===== config.mk =====
export PLATFORM = sky130hd
export DESIGN_NAME = arith_flag_unit
export DESIGN_NICKNAME = d
export VERILOG_FILES = /design/src/rtl/afu_pkg.sv /design/src/rtl/afu_operand_prep.sv /design/src/rtl/afu_lane.sv /design/src/rtl/afu_flag_select.sv /design/src/rtl/afu_out_stage.sv /design/src/rtl/arith_flag_unit.sv
export SDC_FILE = /design/constraint.sdc
export NUM_CORES = 1
export LEC_CHECK = 0
export BUFFER_PORTS_ARGS = -buffer_cell sky130_fd_sc_hd__buf_2
export CAP_MARGIN = 20
export CORE_MARGIN = 5
export CORE_UTILIZATION = 50
export CTS_CLUSTER_SIZE = 24
export DETAILED_ROUTE_END_ITERATION = 12
export GPL_ROUTABILITY_DRIVEN = 0
export GPL_TIMING_DRIVEN = 0
export PLACE_DENSITY = 0.78
export SYNTH_ARGS = -nofsm -noshare
export SYNTH_HDL_FRONTEND = slang
export SYNTH_HIERARCHICAL = 1
export SYNTH_SLANG_ARGS = --single-unit

===== constraint.sdc =====
create_clock -name clk -period 5.9 [get_ports clk]
set_input_delay 0.295 -clock clk [delete_from_list [all_inputs] [get_ports clk]]
set_output_delay 0.295 -clock clk [all_outputs]
set_load 0.02 [all_outputs]

===== src/rtl/afu_pkg.sv =====
package afu_pkg;

    localparam int DATA_W   = 32;
    localparam int N_LANES  = 3;

    typedef enum logic [1:0] {
        SZ_BYTE  = 2'b00,
        SZ_WORD  = 2'b01,
        SZ_DWORD = 2'b10,
        SZ_WIDE  = 2'b11
    } size_e;

    typedef struct packed {
        logic cf;
        logic pf;
        logic af;
        logic zf;
        logic sf;
        logic of;
    } flags_t;

    localparam flags_t FLAGS_RESET = '{cf: 1'b0, pf: 1'b1, af: 1'b0,
                                       zf: 1'b1, sf: 1'b0, of: 1'b0};

    function automatic int lane_width(input int lane, input int full_w);
        return full_w >> (N_LANES - 1 - lane);
    endfunction

endpackage


===== src/rtl/afu_operand_prep.sv =====
module afu_operand_prep #(
    parameter int DATA_W = 32
) (
    input  logic [DATA_W-1:0] a_i,
    input  logic [DATA_W-1:0] b_i,
    input  logic              cin_i,
    input  logic              sub_i,
    output logic [DATA_W-1:0] b_eff_o,
    output logic              c_eff_o,
    output logic              af_o
);
    logic [4:0] nib_sum;

    // subtract runs as a + ~b + ~borrow
    always_comb begin
        b_eff_o = sub_i ? ~b_i : b_i;
        c_eff_o = cin_i ^ sub_i;
        nib_sum = {1'b0, a_i[3:0]} + {1'b0, b_eff_o[3:0]} + {4'b0, c_eff_o};
        af_o    = nib_sum[4] ^ sub_i;
    end
endmodule


===== src/rtl/afu_lane.sv =====
module afu_lane #(
    parameter int LW = 8
) (
    input  logic [LW-1:0] a_i,
    input  logic [LW-1:0] b_eff_i,
    input  logic          c_eff_i,
    input  logic          sub_i,
    output logic [LW-1:0] sum_o,
    output logic          cf_o,
    output logic          of_o
);
    logic [LW:0] ext_sum;

    always_comb begin
        ext_sum = {1'b0, a_i} + {1'b0, b_eff_i} + {{LW{1'b0}}, c_eff_i};
        sum_o   = ext_sum[LW-1:0];
        cf_o    = ext_sum[LW] ^ sub_i;
        of_o    = (a_i[LW-1] == b_eff_i[LW-1]) && (sum_o[LW-1] != a_i[LW-1]);
    end
endmodule


===== src/rtl/afu_flag_select.sv =====
module afu_flag_select
    import afu_pkg::*;
#(
    parameter int DATA_W  = 32,
    parameter int N_LANES = 3
) (
    input  logic [N_LANES-1:0][DATA_W-1:0] lane_sum_i,
    input  logic [N_LANES-1:0]             lane_cf_i,
    input  logic [N_LANES-1:0]             lane_of_i,
    input  logic [1:0]                     size_i,
    input  logic                           af_i,
    output logic [DATA_W-1:0]              res_o,
    output flags_t                         flags_o
);
    localparam int SEL_W = $clog2(N_LANES);

    logic [SEL_W-1:0] sel;
    logic [DATA_W-1:0] msb_mask;

    always_comb begin
        unique case (size_e'(size_i))
            SZ_BYTE:  sel = SEL_W'(0);
            SZ_WORD:  sel = SEL_W'(1);
            SZ_DWORD: sel = SEL_W'(2);
            SZ_WIDE:  sel = SEL_W'(2);
        endcase
        res_o    = lane_sum_i[sel];
        msb_mask = DATA_W'(1) << (lane_width(int'(sel), DATA_W) - 1);
        flags_o.cf = lane_cf_i[sel];
        flags_o.of = lane_of_i[sel];
        flags_o.af = af_i;
        flags_o.zf = (res_o == '0);
        flags_o.sf = |(res_o & msb_mask);
        flags_o.pf = ~^res_o[7:0];
    end
endmodule


===== src/rtl/afu_out_stage.sv =====
module afu_out_stage
    import afu_pkg::*;
#(
    parameter int DATA_W  = 32,
    parameter bit REG_OUT = 1'b1
) (
    input  logic              clk,
    input  logic              rst_n,
    input  logic [DATA_W-1:0] res_i,
    input  flags_t            flags_i,
    output logic [DATA_W-1:0] res_o,
    output flags_t            flags_o
);
    if (REG_OUT) begin : g_reg
        always_ff @(posedge clk) begin
            if (!rst_n) begin
                res_o   <= '0;
                flags_o <= FLAGS_RESET;
            end else begin
                res_o   <= res_i;
                flags_o <= flags_i;
            end
        end
    end else begin : g_comb
        assign res_o   = res_i;
        assign flags_o = flags_i;
    end
endmodule


===== src/rtl/arith_flag_unit.sv =====
module arith_flag_unit
    import afu_pkg::*;
#(
    parameter int DATA_W  = 32,
    parameter bit REG_OUT = 1'b1
) (
    input  logic              clk,
    input  logic              rst_n,
    input  logic [31:0]       a_i,
    input  logic [31:0]       b_i,
    input  logic              cin_i,
    input  logic              sub_i,
    input  logic [1:0]        size_i,
    output logic [31:0]       res_o,
    output logic              cf_o,
    output logic              pf_o,
    output logic              af_o,
    output logic              zf_o,
    output logic              sf_o,
    output logic              of_o
);
    localparam int LANES = afu_pkg::N_LANES;

    logic [DATA_W-1:0]             b_eff;
    logic                          c_eff;
    logic                          af_nib;
    logic [LANES-1:0][DATA_W-1:0]  lane_sum;
    logic [LANES-1:0]              lane_cf;
    logic [LANES-1:0]              lane_of;
    logic [DATA_W-1:0]             res_comb;
    flags_t                        flags_comb;
    flags_t                        flags_q;

    afu_operand_prep #(.DATA_W(DATA_W)) prep_i (
        .a_i     (a_i),
        .b_i     (b_i),
        .cin_i   (cin_i),
        .sub_i   (sub_i),
        .b_eff_o (b_eff),
        .c_eff_o (c_eff),
        .af_o    (af_nib)
    );

    for (genvar li = 0; li < LANES; li++) begin : g_lane
        localparam int LW = lane_width(li, DATA_W);
        logic [LW-1:0] sum_w;
        afu_lane #(.LW(LW)) lane_i (
            .a_i     (a_i[LW-1:0]),
            .b_eff_i (b_eff[LW-1:0]),
            .c_eff_i (c_eff),
            .sub_i   (sub_i),
            .sum_o   (sum_w),
            .cf_o    (lane_cf[li]),
            .of_o    (lane_of[li])
        );
        assign lane_sum[li] = DATA_W'(sum_w);
    end

    afu_flag_select #(.DATA_W(DATA_W), .N_LANES(LANES)) sel_i (
        .lane_sum_i (lane_sum),
        .lane_cf_i  (lane_cf),
        .lane_of_i  (lane_of),
        .size_i     (size_i),
        .af_i       (af_nib),
        .res_o      (res_comb),
        .flags_o    (flags_comb)
    );

    afu_out_stage #(.DATA_W(DATA_W), .REG_OUT(REG_OUT)) out_i (
        .clk     (clk),
        .rst_n   (rst_n),
        .res_i   (res_comb),
        .flags_i (flags_comb),
        .res_o   (res_o),
        .flags_o (flags_q)
    );

    assign cf_o = flags_q.cf;
    assign pf_o = flags_q.pf;
    assign af_o = flags_q.af;
    assign zf_o = flags_q.zf;
    assign sf_o = flags_q.sf;
    assign of_o = flags_q.of;
endmodule


==> results.md <==
* CTS Buf Count at 5
* Pwr dens at 235 nW/µm²
* Share of cells above drive strength 1 at 19.6%
* Peak VDD IR at around 0.00022 V
* Postcts setup bufs at 0
* Via Count at a little over 5000
* Die Wd at 113 µm
* CP max stage cell: or4_1
* Met3 wire len at 739 µm
* Post-route cell area at about 6300 µm²
* Antenna Cells at 0
* Most common cell after layout, fill and taps aside: buf_2
* Fmax at between 200 and 250 MHz
* Vias per cell at 5.26
* Gr ovfl total at 0
* Placed cell area at around 6200 µm²
* Highest metal layer with signal wires: met4
* Clk sinks at 38
* Final worst-path setup slack at ~1.2 ns
* EDFF count, synth at 0
* Met2 wire length at 5.80 mm
* Hold endpoint: out_i/flags_o[4]
* Post-synth ARST share at 0%
* Post-cts resize count at 0
* Number of global-route vias before repair at approximately 4800
* Initial antenna violation count at 0
* Clock power share at between 10% and 20%
* Crit. End Element: register
* Max_cap viols at 0
* Worst-Margin Slew at between 0.7 and 0.8 ns
* Rel. slew slack at about half
* DRC violations left at 0
* Final #Nets at around 960
* Post-Place Setup Slack at between 0.8 and 0.9 ns
* Status: completed
* Area Growth Syn to Fin at 18.3%
* Max H-tree Level at 2
* CTS tree: built
* Final wirelength at around 13 mm
* CTS Root Cell: clkbuf_8
* DR WL/cell at 13.8 µm
* Top_reg_cell synth: dfxtp_1
* CP peak stage delay at 0.52 ns
* Post-synth cell types at just under 70
* Final ANT Viol Nets at 0
* Ports at ~110
* Std-Cell Rows at 37
* Final setup violation count at 0
* Flops & latches, synth at 38
* Register area share after synthesis at between 10% and 20%
* Drt first pass iters at 5
* Flop pwr share at between 20% and 30%
* Unrepaired setup endpoints after global routing: false
* Die height at 113 µm
* Final Max Slew Viols at 0
* Final Cycle Share at between 80% and 90%
* CTS Buffer Depth at 2
* Synthesized cell area at about 5300 µm²
* Core ar. at between 10000 and 15000 µm²
* Port Buffers at roughly 110
* Largest net degree at the start of global routing at 14
* Final hold vios at 0
* Syn. warnings at 6
* Syn Area/Cell at 8.00 µm²
* Switching power share of the total at about two fifths
* DRT iter0 DRCs at between 200 and 300
* Most frequent cells in the layout: buf_2 (116), nand2_1 (62), ha_1 (61)
* Largest fanout on the critical path at 10
* Gr usage total at around a fifth
* Cell chain of the critical path: buf_2 -> buf_6 -> buf_2 -> xor2_1 -> inv_1 -> fa_1 -> nand2b_1 -> a21o_1 -> a211oi_2 -> a2111oi_2 -> or2_1 -> buf_6 -> o31a_1 -> xnor2_1 -> nand2_1 -> o21ai_1 -> or4_1 -> or4b_1 -> nor3_2 -> nand2b_1
* Post-route setup TNS at 0 ns
* Fin crit period at ~4.7 ns
* CP required at between 6 and 7 ns
* Comb pwr share at between 60 and 70%
* Leak Pwr at 3.07 nW
* CP Launch Type: primary input
* Post-DP HPWL at between 10 and 15 mm
* Die area at ~13000 µm²
* Met1 WL at ~6.5 mm
* Hold crit path type: in -> reg
* Starting Density at between 50% and 60%
* Global-route wire length before repair at around 22 mm
* Crit path kind: in -> reg
* Clock Pin Slew Worst Setup and Hold Paths at ~0.070 ns
* Internal at a little under 900 µW
* Hold Crit Depth at 2
* P_sw at 622 µW
* Hold_buf cts at 0
* HP Start: rst_n
* Synthesized instance count at about 670
* Critical Path AT at around 5.0 ns
==> stage by stage <==
step           instances  power, mW  hold WS (ns)  util [%]
6_report             956       1.49         0.239      61.0
4_1_cts              956       1.49         0.234      61.0
5_1_grt              956       1.62         0.234      61.0
3_5_place_dp         948       1.23         0.521      59.6
2_1_floorplan        707       1.01         0.491         -
3_3_place_gp         948       1.21         0.515      59.6
==> cell type report <==
type,count,area (µm²)
fill,993,4050
clock inverter,3,68.8
clock buffer,5,68.8
tap,136,170
inverter,25,93.8
buffer,29,186
sequential,38,761
timing repair buffer,105,526
multi-input combinational,615,4450
==> routing by layer <==
| metal | GRT usage, % | vias to the layer above |
|---|---|---|
| met5 | 0 | - |
| met4 | 4.25 | 0 |
| met3 | 2.39 | 12 |
| met2 | 32.4 | 139 |
| met1 | 29.9 | 2248 |
| li1 | - | 2632 |
==> cells in the mapped netlist (3+ instances only) <==
cell type / instances / share of area (%)
nand2_1: 62 / 4.4
ha_1: 61 / 14
xor2_1: 48 / 7.9
a21oi_1: 46 / 4.3
xnor2_1: 41 / 6.7
and2_1: 40 / 4.7
dfxtp_1: 38 / 14
nor2_1: 34 / 2.4
mux2i_1: 32 / 6.0
o21ai_0: 31 / 2.9
inv_1: 25 / 1.8
a21o_1: 21 / 3.0
o21ai_1: 19 / 1.8
o21a_1: 15 / 2.1
nor2b_1: 13 / 1.5
nand3_1: 12 / 1.1
buf_2: 11 / 1.0
nor3_1: 9 / 0.84
a31oi_1: 7 / 0.82
buf_6: 7 / 1.5
nand2b_1: 7 / 0.82
fa_1: 6 / 2.2
a211oi_1: 5 / 0.70
nand4_1: 5 / 0.59
o21bai_1: 5 / 0.70
buf_1: 4 / 0.28
clkbuf_1: 4 / 0.28
a211oi_2: 3 / 0.70
a21oi_2: 3 / 0.49
and3_1: 3 / 0.35
buf_4: 3 / 0.42
nor4_1: 3 / 0.35
==> power groups by stage <==
stage / logic [mW] / registers (mW) / clock network, mW
after CTS: 0.920 / 0.305 / 0.262
after floorplan: 0.650 / 0.360 / 0
after detailed placement: 0.916 / 0.311 / 0
after global placement: 0.901 / 0.310 / 0
final: 0.925 / 0.304 / 0.257
after global routing: 1.03 / 0.310 / 0.277
==> state kept, by name, summed over array words and instances (netlist names) <==
name,cells
out_i/flags_o,6
out_i/res_o,32
==> worst max path at each step <==
| stage | startpoint | end | slack [ns] | cells past startpoint |
|---|---|---|---|---|
| floorplan | sub_i | out_i/flags_o[2] | 1.58 | 19 |
| global placement | sub_i | out_i/flags_o[2] | 0.90 | 20 |
| detailed placement | sub_i | out_i/flags_o[2] | 0.88 | 20 |
| CTS | sub_i | out_i/flags_o[2] | 1.14 | 20 |
| global route | sub_i | out_i/flags_o[2] | 0.87 | 20 |
| finish | sub_i | out_i/flags_o[2] | 1.16 | 20 |
==> cell families (layout without fill, tap and decap cells) <==
kind of cell,Yosys count,count (layout),synth area share (%)
buffers and inverters,54,167,5.25
and+or+nand+nor,199,199,18.7
muxes,34,34,6.49
other,1,40,0.0702
AOI/OAI and AO/OA,186,186,24.1
DFF,38,38,14.2
adders and majority gates,67,67,16.5
xor gates and xnor gates,89,89,14.6
==> critical path, delay by kind of cell <==
family                   cells  cell delay [ns]
AO/OA/AOI/OAI                5             0.93
buffers and inverters        5             0.85
XOR/XNOR                     2             0.64
adder cells (fa/ha/maj)      1             0.44
AND/OR/NAND/NOR              7             1.79
No activity file was read; power rests on OpenSTA's default activity.
